### src/rtl/nand_seq_pkg.sv
`timescale 1ns/1ps
package nand_seq_pkg;

    localparam logic [7:0] OP_READ0       = 8'h00;
    localparam logic [7:0] OP_READ1       = 8'h01;
    localparam logic [7:0] OP_RNDOUT      = 8'h05;
    localparam logic [7:0] OP_READSTART   = 8'h30;
    localparam logic [7:0] OP_READOOB     = 8'h50;
    localparam logic [7:0] OP_SEQIN       = 8'h80;
    localparam logic [7:0] OP_READID      = 8'h90;
    localparam logic [7:0] OP_RNDOUTSTART = 8'hE0;
    localparam logic [7:0] OP_PARAM       = 8'hEC;
    localparam logic [7:0] OP_GETFEAT     = 8'hEE;
    localparam logic [7:0] OP_SETFEAT     = 8'hEF;

    // pointer + main + 2 column + 3 row + trailing
    localparam int MAX_SLOTS = 8;
    localparam int SLOT_IW   = $clog2(MAX_SLOTS);
    localparam int SLOT_CW   = $clog2(MAX_SLOTS + 1);

    typedef struct packed {
        logic       is_cmd;
        logic [7:0] val;
    } bus_slot_t;

    typedef enum logic [2:0] {
        ST_IDLE,
        ST_SETUP,
        ST_PULSE,
        ST_HOLD,
        ST_GAP,
        ST_DONE
    } seq_state_t;

    function automatic logic op_is_narrow(input logic [7:0] op);
        return (op == OP_READID) || (op == OP_PARAM) ||
               (op == OP_GETFEAT) || (op == OP_SETFEAT);
    endfunction

endpackage

### src/rtl/nand_seq_plan.sv
`timescale 1ns/1ps
module nand_seq_plan
    import nand_seq_pkg::*;
#(
    parameter int SP_PAGE = 512,
    parameter int LP_PAGE = 2048,
    parameter int COL_W   = 16,
    parameter int ROW_W   = 24
) (
    input  logic [7:0]                      opcode,
    input  logic                            no_cmd,
    input  logic                            has_col,
    input  logic [COL_W-1:0]                col,
    input  logic                            has_row,
    input  logic [ROW_W-1:0]                row,
    input  logic                            large_page,
    input  logic                            bus16,
    input  logic                            row3,
    output bus_slot_t [MAX_SLOTS-1:0]       slots,
    output logic [SLOT_CW-1:0]              count,
    output logic                            need_gap
);

    logic [7:0]       op_eff;
    logic [COL_W-1:0] col_eff;
    logic             col_on;
    logic             narrow;
    logic [SLOT_CW-1:0] n;

    always_comb begin
        slots    = '0;
        need_gap = 1'b0;
        n        = '0;
        op_eff   = opcode;
        col_eff  = col;
        col_on   = has_col;

        // large page: spare read becomes a read past the page end
        if (large_page && !no_cmd && opcode == OP_READOOB) begin
            op_eff  = OP_READ0;
            col_eff = col + COL_W'(LP_PAGE);
            col_on  = 1'b1;
        end

        // small page: pointer command ahead of program load
        if (!large_page && !no_cmd && opcode == OP_SEQIN) begin
            if (col >= COL_W'(SP_PAGE)) begin
                slots[n[SLOT_IW-1:0]] = '{is_cmd: 1'b1, val: OP_READOOB};
                col_eff = col - COL_W'(SP_PAGE);
            end else if (col < COL_W'(256)) begin
                slots[n[SLOT_IW-1:0]] = '{is_cmd: 1'b1, val: OP_READ0};
            end else begin
                slots[n[SLOT_IW-1:0]] = '{is_cmd: 1'b1, val: OP_READ1};
                col_eff = col - COL_W'(256);
            end
            n = n + 1'b1;
        end

        if (!no_cmd) begin
            slots[n[SLOT_IW-1:0]] = '{is_cmd: 1'b1, val: op_eff};
            n = n + 1'b1;
        end

        narrow = op_is_narrow(op_eff);

        if (col_on) begin
            if (bus16 && !narrow)
                col_eff = col_eff >> 1;
            slots[n[SLOT_IW-1:0]] = '{is_cmd: 1'b0, val: col_eff[7:0]};
            n = n + 1'b1;
            if (large_page && !narrow) begin
                slots[n[SLOT_IW-1:0]] = '{is_cmd: 1'b0, val: col_eff[15:8]};
                n = n + 1'b1;
            end
        end

        if (has_row) begin
            slots[n[SLOT_IW-1:0]] = '{is_cmd: 1'b0, val: row[7:0]};
            n = n + 1'b1;
            slots[n[SLOT_IW-1:0]] = '{is_cmd: 1'b0, val: row[15:8]};
            n = n + 1'b1;
            if (row3) begin
                slots[n[SLOT_IW-1:0]] = '{is_cmd: 1'b0, val: row[23:16]};
                n = n + 1'b1;
            end
        end

        if (large_page && !no_cmd) begin
            if (op_eff == OP_READ0 && (col_on || has_row)) begin
                slots[n[SLOT_IW-1:0]] = '{is_cmd: 1'b1, val: OP_READSTART};
                n = n + 1'b1;
            end else if (op_eff == OP_RNDOUT) begin
                slots[n[SLOT_IW-1:0]] = '{is_cmd: 1'b1, val: OP_RNDOUTSTART};
                n = n + 1'b1;
                need_gap = 1'b1;
            end
        end

        count = n;
    end

endmodule

### src/rtl/nand_seq_timer.sv
`timescale 1ns/1ps
module nand_seq_timer #(
    parameter int CNT_W = 8
) (
    input  logic             clk,
    input  logic             rst_n,
    input  logic             load,
    input  logic [CNT_W-1:0] load_val,
    output logic             expired
);

    logic [CNT_W-1:0] cnt_q;

    always_ff @(posedge clk or negedge rst_n) begin
        if (!rst_n)
            cnt_q <= '0;
        else if (load)
            cnt_q <= load_val;
        else if (cnt_q != '0)
            cnt_q <= cnt_q - 1'b1;
    end

    assign expired = (cnt_q == '0);

endmodule

### src/rtl/nand_cmd_seq.sv
`timescale 1ns/1ps
module nand_cmd_seq
    import nand_seq_pkg::*;
#(
    parameter int SP_PAGE     = 512,
    parameter int LP_PAGE     = 2048,
    parameter int COL_W       = 16,
    parameter int ROW_W       = 24,
    parameter int WE_LOW_CYC  = 2,
    parameter int WE_HIGH_CYC = 2,
    parameter int CLK_NS      = 8,
    parameter int TCCS_NS     = 0
) (
    input  logic             clk,
    input  logic             rst_n,
    input  logic             req_valid,
    output logic             req_ready,
    input  logic [7:0]       req_opcode,
    input  logic             req_no_cmd,
    input  logic             req_has_col,
    input  logic [COL_W-1:0] req_col,
    input  logic             req_has_row,
    input  logic [ROW_W-1:0] req_row,
    input  logic             req_large_page,
    input  logic             req_bus16,
    input  logic             req_row3,
    output logic             nand_ce_n,
    output logic             nand_cle,
    output logic             nand_ale,
    output logic             nand_we_n,
    output logic [15:0]      nand_io,
    output logic             seq_done
);

    localparam int GAP_NS   = (TCCS_NS > 0) ? TCCS_NS : 500;
    localparam int GAP_RAW  = (GAP_NS + CLK_NS - 1) / CLK_NS;
    localparam int GAP_CYC  = (GAP_RAW < 1) ? 1 : GAP_RAW;
    localparam int T_MAX0   = (WE_LOW_CYC > WE_HIGH_CYC) ? WE_LOW_CYC : WE_HIGH_CYC;
    localparam int T_MAX    = (T_MAX0 > GAP_CYC) ? T_MAX0 : GAP_CYC;
    localparam int CNT_W    = $clog2(T_MAX + 1);
    localparam logic [CNT_W-1:0] LD_LOW  = CNT_W'(WE_LOW_CYC - 1);
    localparam logic [CNT_W-1:0] LD_HIGH = CNT_W'(WE_HIGH_CYC - 1);
    localparam logic [CNT_W-1:0] LD_GAP  = CNT_W'(GAP_CYC - 1);

    bus_slot_t [MAX_SLOTS-1:0] plan_slots;
    logic [SLOT_CW-1:0]        plan_count;
    logic                      plan_gap;

    nand_seq_plan #(
        .SP_PAGE (SP_PAGE),
        .LP_PAGE (LP_PAGE),
        .COL_W   (COL_W),
        .ROW_W   (ROW_W)
    ) i_plan (
        .opcode     (req_opcode),
        .no_cmd     (req_no_cmd),
        .has_col    (req_has_col),
        .col        (req_col),
        .has_row    (req_has_row),
        .row        (req_row),
        .large_page (req_large_page),
        .bus16      (req_bus16),
        .row3       (req_row3),
        .slots      (plan_slots),
        .count      (plan_count),
        .need_gap   (plan_gap)
    );

    seq_state_t                state_q, state_d;
    bus_slot_t [MAX_SLOTS-1:0] slots_q;
    logic [SLOT_CW-1:0]        count_q;
    logic [SLOT_IW-1:0]        idx_q;
    logic                      gap_q;
    logic                      tmr_load;
    logic [CNT_W-1:0]          tmr_val;
    logic                      tmr_expired;
    logic                      last_slot;
    logic                      accept;
    bus_slot_t                 cur;

    nand_seq_timer #(
        .CNT_W (CNT_W)
    ) i_timer (
        .clk      (clk),
        .rst_n    (rst_n),
        .load     (tmr_load),
        .load_val (tmr_val),
        .expired  (tmr_expired)
    );

    assign accept    = (state_q == ST_IDLE) && req_valid;
    assign last_slot = ({1'b0, idx_q} == (count_q - 1'b1));
    assign cur       = slots_q[idx_q];

    // next state and phase timer
    always_comb begin
        state_d  = state_q;
        tmr_load = 1'b0;
        tmr_val  = '0;
        unique case (state_q)
            ST_IDLE: begin
                if (req_valid) begin
                    if (plan_count == '0) begin
                        state_d = ST_DONE;
                    end else begin
                        state_d  = ST_SETUP;
                        tmr_load = 1'b1;
                        tmr_val  = LD_HIGH;
                    end
                end
            end
            ST_SETUP: begin
                if (tmr_expired) begin
                    state_d  = ST_PULSE;
                    tmr_load = 1'b1;
                    tmr_val  = LD_LOW;
                end
            end
            ST_PULSE: begin
                if (tmr_expired) begin
                    state_d  = last_slot ? ST_HOLD : ST_SETUP;
                    tmr_load = 1'b1;
                    tmr_val  = LD_HIGH;
                end
            end
            ST_HOLD: begin
                if (tmr_expired) begin
                    if (gap_q) begin
                        state_d  = ST_GAP;
                        tmr_load = 1'b1;
                        tmr_val  = LD_GAP;
                    end else begin
                        state_d = ST_DONE;
                    end
                end
            end
            ST_GAP: begin
                if (tmr_expired)
                    state_d = ST_DONE;
            end
            ST_DONE: state_d = ST_IDLE;
            default: state_d = ST_IDLE;
        endcase
    end

    // state register and captured plan
    always_ff @(posedge clk or negedge rst_n) begin
        if (!rst_n) begin
            state_q <= ST_IDLE;
            slots_q <= '0;
            count_q <= '0;
            idx_q   <= '0;
            gap_q   <= 1'b0;
        end else begin
            state_q <= state_d;
            if (accept) begin
                slots_q <= plan_slots;
                count_q <= plan_count;
                gap_q   <= plan_gap;
                idx_q   <= '0;
            end else if (state_q == ST_PULSE && tmr_expired && !last_slot) begin
                idx_q <= idx_q + 1'b1;
            end
        end
    end

    // pin decode
    always_comb begin
        req_ready = 1'b0;
        seq_done  = 1'b0;
        nand_ce_n = 1'b1;
        nand_cle  = 1'b0;
        nand_ale  = 1'b0;
        nand_we_n = 1'b1;
        nand_io   = 16'h0000;
        unique case (state_q)
            ST_IDLE: req_ready = 1'b1;
            ST_SETUP, ST_HOLD, ST_PULSE: begin
                nand_ce_n = 1'b0;
                nand_cle  = cur.is_cmd;
                nand_ale  = !cur.is_cmd;
                nand_io   = {8'h00, cur.val};
                nand_we_n = (state_q != ST_PULSE);
            end
            ST_GAP:  nand_ce_n = 1'b0;
            ST_DONE: seq_done  = 1'b1;
            default: req_ready = 1'b0;
        endcase
    end

endmodule

### config.mk
export PLATFORM = sky130hd
export DESIGN_NAME = nand_cmd_seq
export DESIGN_NICKNAME = d
export VERILOG_FILES = /design/src/rtl/nand_seq_pkg.sv /design/src/rtl/nand_seq_plan.sv /design/src/rtl/nand_seq_timer.sv /design/src/rtl/nand_cmd_seq.sv
export SDC_FILE = /design/constraint.sdc
export NUM_CORES = 1
export LEC_CHECK = 0
export ABC_AREA = 0
export BUFFER_PORTS_ARGS = -buffer_cell sky130_fd_sc_hd__buf_4
export CAP_MARGIN = 0
export CORE_MARGIN = 8
export CORE_UTILIZATION = 40
export DETAILED_ROUTE_END_ITERATION = 6
export SLEW_MARGIN = 20
export SYNTH_ARGS = -nofsm -noshare
export SYNTH_HDL_FRONTEND = slang
export SYNTH_SLANG_ARGS = --single-unit
### constraint.sdc
create_clock -name clk -period 5.6 [get_ports clk]
set_input_delay 1.12 -clock clk [delete_from_list [all_inputs] [get_ports clk]]
set_output_delay 1.12 -clock clk [all_outputs]
set_load 0.01 [all_outputs]
## Word level (Yosys, flattened, before mapping)

Cells that the tools add are included.

| word-level totals | value |
|---|---|
| memory bits (writable) | 0 |
| word-level logic and storage cells | 198 |
| register bits after elaboration | 89 |
| memory bits (read-only) | 0 |
| output and inout bits | 22 |
| memories kept | 0 |
| latch bits | 0 |

| cells by class | value |
|---|---|
| multiplexer cells | 85 |
| $add $sub $neg | 13 |
| bitwise operators | 6 |
| shifts and indexed selects | 0 |
| equal/unequal tests | 19 |
| order comparisons | 17 |
| reduce and logical (&&, ||, !) cells | 37 |
| $mul | 0 |
| divide/modulo/power cells | 0 |

Operators with widths:

| operator | count |
|---|---|
| $mux 72 | 8 |
| $bwmux 72 | 6 |
| $demux 9 s3 | 7 |
| $mux 16 | 6 |
| $mux 9 | 10 |
| $and 48x48->48 | 1 |
| $not 48->48 | 1 |
| $and 40x40->40 | 1 |
| $eq 8x8->1 const B | 5 |
| $not 40->40 | 1 |
| $mux 4 | 8 |
| $or 32x32->32 | 1 |
| $lt 3x4->1 const B | 7 |
| $bmux 9 s3 | 1 |
| $add 4x1->4 const B | 6 |
| $mux 3 | 8 |
| $mux 6 | 4 |
| $or 24x24->24 | 1 |
| $mux 1 | 21 |
| $ge 3x1->1 const B | 6 |
| $pmux 6 s3 | 1 |
| $logic_and 1x1->1 | 17 |
| $add 16x12->16 const B | 1 |
| $ge 16x10->1 const B | 1 |
| other kinds (33) | 48 |

## Logic depth before layout (Yosys ltp)

| logic depth | value |
|---|---|
| depth in word-level cells | 26 |
| gate-level depth with buffers | 22 |

## Hierarchy

Synthesis repeated with hierarchy kept, for this count alone.

| second synthesis, totals | value |
|---|---|
| cell total of the unflattened synthesis | 1,129 |
| area total of the unflattened synthesis | 9,705.6 um^2 |

Modules (own cells, without submodules):

| module | instances | area each (um^2) | seq. area each (um^2) | cells an instance |
|---|---|---|---|---|
| nand_seq_plan | 1 | 5,268.8 | 0.0 | 806 |
| nand_cmd_seq | 1 | 4,057.6 | 2,077.0 | 282 |
| nand_seq_timer | 1 | 379.1 | 150.1 | 41 |

## Worst setup path after synthesis

OpenSTA, ideal clock, no wires.

| timing path | value |
|---|---|
| path kind | input port to flip-flop |
| from | input port req_opcode[1] |
| to | register i_timer.cnt_q[4] |
| arrival time | 5,704 ps |
| data required time | 5,522 ps |
| path slack | -182 ps |
| stages | 22 |
| library setup time | 78 ps |
| cell sequence | nor3_4 -> clkbuf_1 -> and4_1 -> ha_1 -> inv_1 -> a311oi_1 -> a41oi_2 -> o21ai_4 -> clkbuf_1 -> ha_1 -> clkinv_1 -> o2111ai_1 -> o2111ai_1 -> nor2_1 -> inv_1 -> ha_1 -> nor2b_1 -> nand4_1 -> a21oi_1 -> a21oi_1 -> a31oi_2 -> a21boi_1 |

| on the way | value |
|---|---|
| cells in the longest elaborated chain, start to end | 25 |
| elaborated cells on any way between the ends | 41 |
| those cells by class | add/sub (7); eq/ne (7); mux (15); reduce/logical (12) |

Ends and longest elaborated chain:

| item | RTL line | text |
|---|---|---|
| start: declaration | nand_cmd_seq.sv:18 | `input logic [7:0] req_opcode,` |
| branches (longest 19 deep; another with $add 4x1->4) | - |  |
| $mux 4 * | nand_seq_plan.sv:88 | `if (large_page && !no_cmd) begin` |
| $logic_not 4->1 * | nand_cmd_seq.sv:103 | `if (plan_count == '0) begin` |
| $mux 1 * | nand_cmd_seq.sv:103 |  |
| $mux 1 * | nand_cmd_seq.sv:102 | `if (req_valid) begin` |
| $pmux 1 s3 * | nand_cmd_seq.sv:100 | `unique case (state_q)` |
| $mux 6 or $reduce_bool 2->1 (tied branches) | - |  |
| end signal: assignment | nand_seq_timer.sv:18 | `cnt_q <= load_val;` |
| end signal: assignment | nand_seq_timer.sv:20 | `cnt_q <= cnt_q - 1'b1;` |
| end: declaration | nand_seq_timer.sv:12 | `logic [CNT_W-1:0] cnt_q;` |

Every way passes the cells marked *.
A chain may end at the register's enable or synchronous reset.

## Worst setup path after layout

| timing path | value |
|---|---|
| from | input port req_opcode[6] |
| to | register i_timer.cnt_q[0] |

| on the way | value |
|---|---|
| cells in the longest elaborated chain, start to end | 25 |
| elaborated cells on any way between the ends | 44 |
| those cells by class | add/sub (7); eq/ne (7); mux (18); reduce/logical (12) |

Ends and longest elaborated chain:

| item | RTL line |
|---|---|
| branches (longest 19 deep; another with $add 4x1->4) | - |
| $mux 4 * | nand_seq_plan.sv:88 |
| $logic_not 4->1 * | nand_cmd_seq.sv:103 |
| $mux 1 | nand_cmd_seq.sv:103 |
| $mux 1 | nand_cmd_seq.sv:102 |
| $pmux 6 s3 or $pmux 1 s3 (tied branches) | nand_cmd_seq.sv:100 |
| $mux 6 or $reduce_bool 2->1 (tied branches) | - |

Marked as above.

==> impl_metrics.yaml <==
clocking:
  clock_sink_count: 89
  ctsResizeCount: 0
  h-tree-depth: 3
  clock_latency_ns: 0.35
  clock_transition_at_the_registers_of_the_reported_paths_ns: 0.07
  clock_path_buffers: 2
  tritoncts: "built"
  post_cts_setup_repair_buffer_count: 0
  clk_root_buffer_cell: "clkbuf_16"
  cts_buf_count: 9
  cts_hold_buf: 0
synthesis:
  yosys_warnings: 0
  post_synth.cell_area_avg_sq_um: 7.89
  synthesis.area_sq_um: 8870
  yosys.area_share.simple_pct: 21.0
  yosys_register_bits: 89
  synth_xor_xnor_area_share_pct: 2.37
  synth-edff-count: 0
  synth_async_reset_ratio_pct: 100
  synth.mux.area_fraction_pct: 7.68
  combinational_family_with_the_most_area_after_synthesis: "compound AO/OA/AOI/OAI gates"
  netlist-cell-type-count: 93
  synthesis.instances: 1124
  synth_compound_area_share_pct: 35.4
  ys_seq_area_share_pct: 25.1
  synth-adder-area-share_pct: 2.40
  synth_flop_cell: "dfrtp_1"
timing:
  fmax_ghz: 0.195
  worst_clock_skew_ns: 0.00972
  hold_violations: 0
  rsz0062_at_grt: "false"
  drv_slew: 0
  finalCriticalPeriod_ns: 5.13
  maxSlewHeadroom_pct: 24.7
  totalNegativeSetupSlack_ns: 0
  fin_crit_sh_pct: 91.7
  timing_worst_slew_pin_value_ns: 1.13
  setup_viol: 0
route:
  viasPerCell: 6.97
  first_pass_iters: 6
  drc_errors: 0
  wl_per_cell_um: 26.0
  totalWireLength_mm: 37.8
  initialDrtViolationCount: 1689
  count_of_vias_placed_by_the_detailed_router: 10100
  drtAntennaViolNets: 0
finish:
  area_growth_pct: 13.8
  mostFrequentLayoutCell: "nand2_1"
  fill_cells: 2221
  final_cell_mix: "nand2_1, buf_4, nor2_1"
  layout-drive-gt1-share_pct: 17.3
  num-nets-final: 1242
  sequential_cell_area_sq_um: 2230
  num_antenna_cells: 0
  util_after_layout_pct: 46.2
  multiInputGateArea_sq_um: 6160
placed_design:
  place.port_buffers: 70
  detailedPlacementHpwl_mm: 28.6
  routability_congestion_estimate_from_global_placement: 1.04
hold_path:
  min_path_type: "reg2reg"
critical_path:
  timing.critical_path.to_type: "register"
  worst_path_most_repeated_cell: "ha_1"
  crit_path_start_kind: "primary input"
  cp_cell_sequence: "buf_4, nor4_1, and4_1, ha_1, buf_4, a41oi_2, o21ai_4, ha_1, clkinv_1, o2111ai_1, o2111ai_1, nor2_2, inv_1, ha_1, nor2b_1, nand4_1, a21oi_2, a21oi_1, a31oi_2, o21ai_0"
  cp_data_arrival_time_ns: 5.35
  critPathSlowestCell: "ha_1"
  critical_path_peak_fanout: 11
  crit_required_ns: 5.82
  critPathKind: "in2reg"
  crit_path_max_incr_delay_ns: 0.38
global_routing:
  first_pass_grt_wire_length_mm: 57.5
  groute.usage.overall_pct: 27.5
  first_global_vias: 9450
  grt_antenna_before_repair: 0
  grt_residual_overflow: 0
  pin_count_of_the_biggest_net_entering_global_routing: 61
power:
  power_density_nw_per_um2: 319
  power_leakage_nw: 4.02
  power.ir.vdd_worst_v: 0.000194
floorplan:
  core.rowCount: 54
  start_util_pct: 40.6
  io-pin-count: 79
  fp.dieH_um: 165
  core_area_sq_um: 21800
  die_area_sq_um: 27200
  die_width_um: 165
run:
  drv_cap: 0
status:
  outcome: "completed"
-- power breakdown --
part | switching [W] | total, W | internal [W]
logic | 0.000826 | 0.00151 | 0.000688
registers | 0.000204 | 0.00108 | 0.000874
clock network | 0.000308 | 0.000624 | 0.000316
total | 0.00134 | 0.00322 | 0.00188
-- per-layer routing --
metal | vias up | track usage, % | wire (um)
met4 | 0 | 11.1 | 1600
li1 | 4430 | - | -
met2 | 704 | 41.5 | 16500
met5 | - | 0 | 0
met1 | 4882 | 38.3 | 15700
met3 | 116 | 4.91 | 3940
-- path summary, 6_finish.rpt --
check / from / end / slack (ns) / cells after the start
max: req_opcode[6] / i_timer.cnt_q[0] / 0.47 / 20
min: slots_q[71] / slots_q[71] / 0.47 / 2
max reg2reg: state_q[0] / slots_q[46] / 2.84 / 8
min reg2reg: slots_q[71] / slots_q[71] / 0.47 / 2
max in group asynchronous: rst_n / slots_q[29] / 3.77 / 2
min in group asynchronous: rst_n / state_q[0] / 0.76 / 1
-- critical path, delay by kind of cell --
family	cells	cell delay, ns
buffers and inverters	4	0.57
adder cells (fa/ha/maj)	3	0.98
AO/OA/AOI/OAI	8	1.54
AND/OR/NAND/NOR	5	1.14
-- flip-flops by register name, indices dropped and copies added (netlist names) --
| signal | flops |
|---|---|
| count_q | 4 |
| gap_q | 1 |
| i_timer.cnt_q | 6 |
| idx_q | 3 |
| slots_q | 72 |
| state_q | 3 |
-- kinds of logic (layout without fill, tap and decap cells) --
kind of cell / Yosys count / count (layout)
other: 1 / 8
xor gates and xnor gates: 24 / 24
AOI/OAI and AO/OA: 438 / 438
buffers and inverters: 128 / 170
and+or+nand+nor: 382 / 382
adders and majority gates: 17 / 17
DFF: 89 / 89
muxes: 45 / 45
-- through the flow --
| stage | cell area (sq um) | setup WS (ns) | hold WS (ns) | total power [W] | instances |
|---|---|---|---|---|---|
| 2_1_floorplan | 8900 | 0.0231 | 0.438 | 0.00204 | 1131 |
| 3_3_place_gp | 9780 | 0.278 | 0.458 | 0.00256 | 1437 |
| 3_5_place_dp | 9790 | 0.150 | 0.464 | 0.00259 | 1437 |
| 4_1_cts | 10100 | 0.513 | 0.481 | 0.00320 | 1453 |
| 5_1_grt | 10100 | 0.157 | 0.502 | 0.00342 | 1453 |
| 6_report | 10100 | 0.467 | 0.472 | 0.00322 | 1453 |
-- final cells by class --
cell class | count | area share, %
Multi-Input combinational cell | 914 | 61.0
Sequential cell | 89 | 22.1
Timing Repair Buffer | 128 | 9.52
Tap cell | 280 | 3.47
Clock buffer | 9 | 2.23
Inverter | 26 | 0.992
Clock inverter | 7 | 0.694
-- cells in the mapped netlist, drive strengths merged (17+ instances only) --
cell | instances | area [sq um]
nand4 | 20 | 125
a221oi | 21 | 184
nor3 | 30 | 193
mux4 | 18 | 405
a31oi | 28 | 188
ha | 17 | 213
o21ai | 77 | 397
clkbuf | 61 | 229
a221o | 17 | 170
inv | 24 | 92.6
nand2 | 137 | 514
o211ai | 24 | 180
dfrtp | 89 | 2230
o22ai | 36 | 225
buf | 41 | 204
nand3 | 30 | 150
nor2 | 98 | 368
mux2i | 23 | 230
a21oi | 75 | 379
Note: power is estimated with default switching activity, not from simulation.
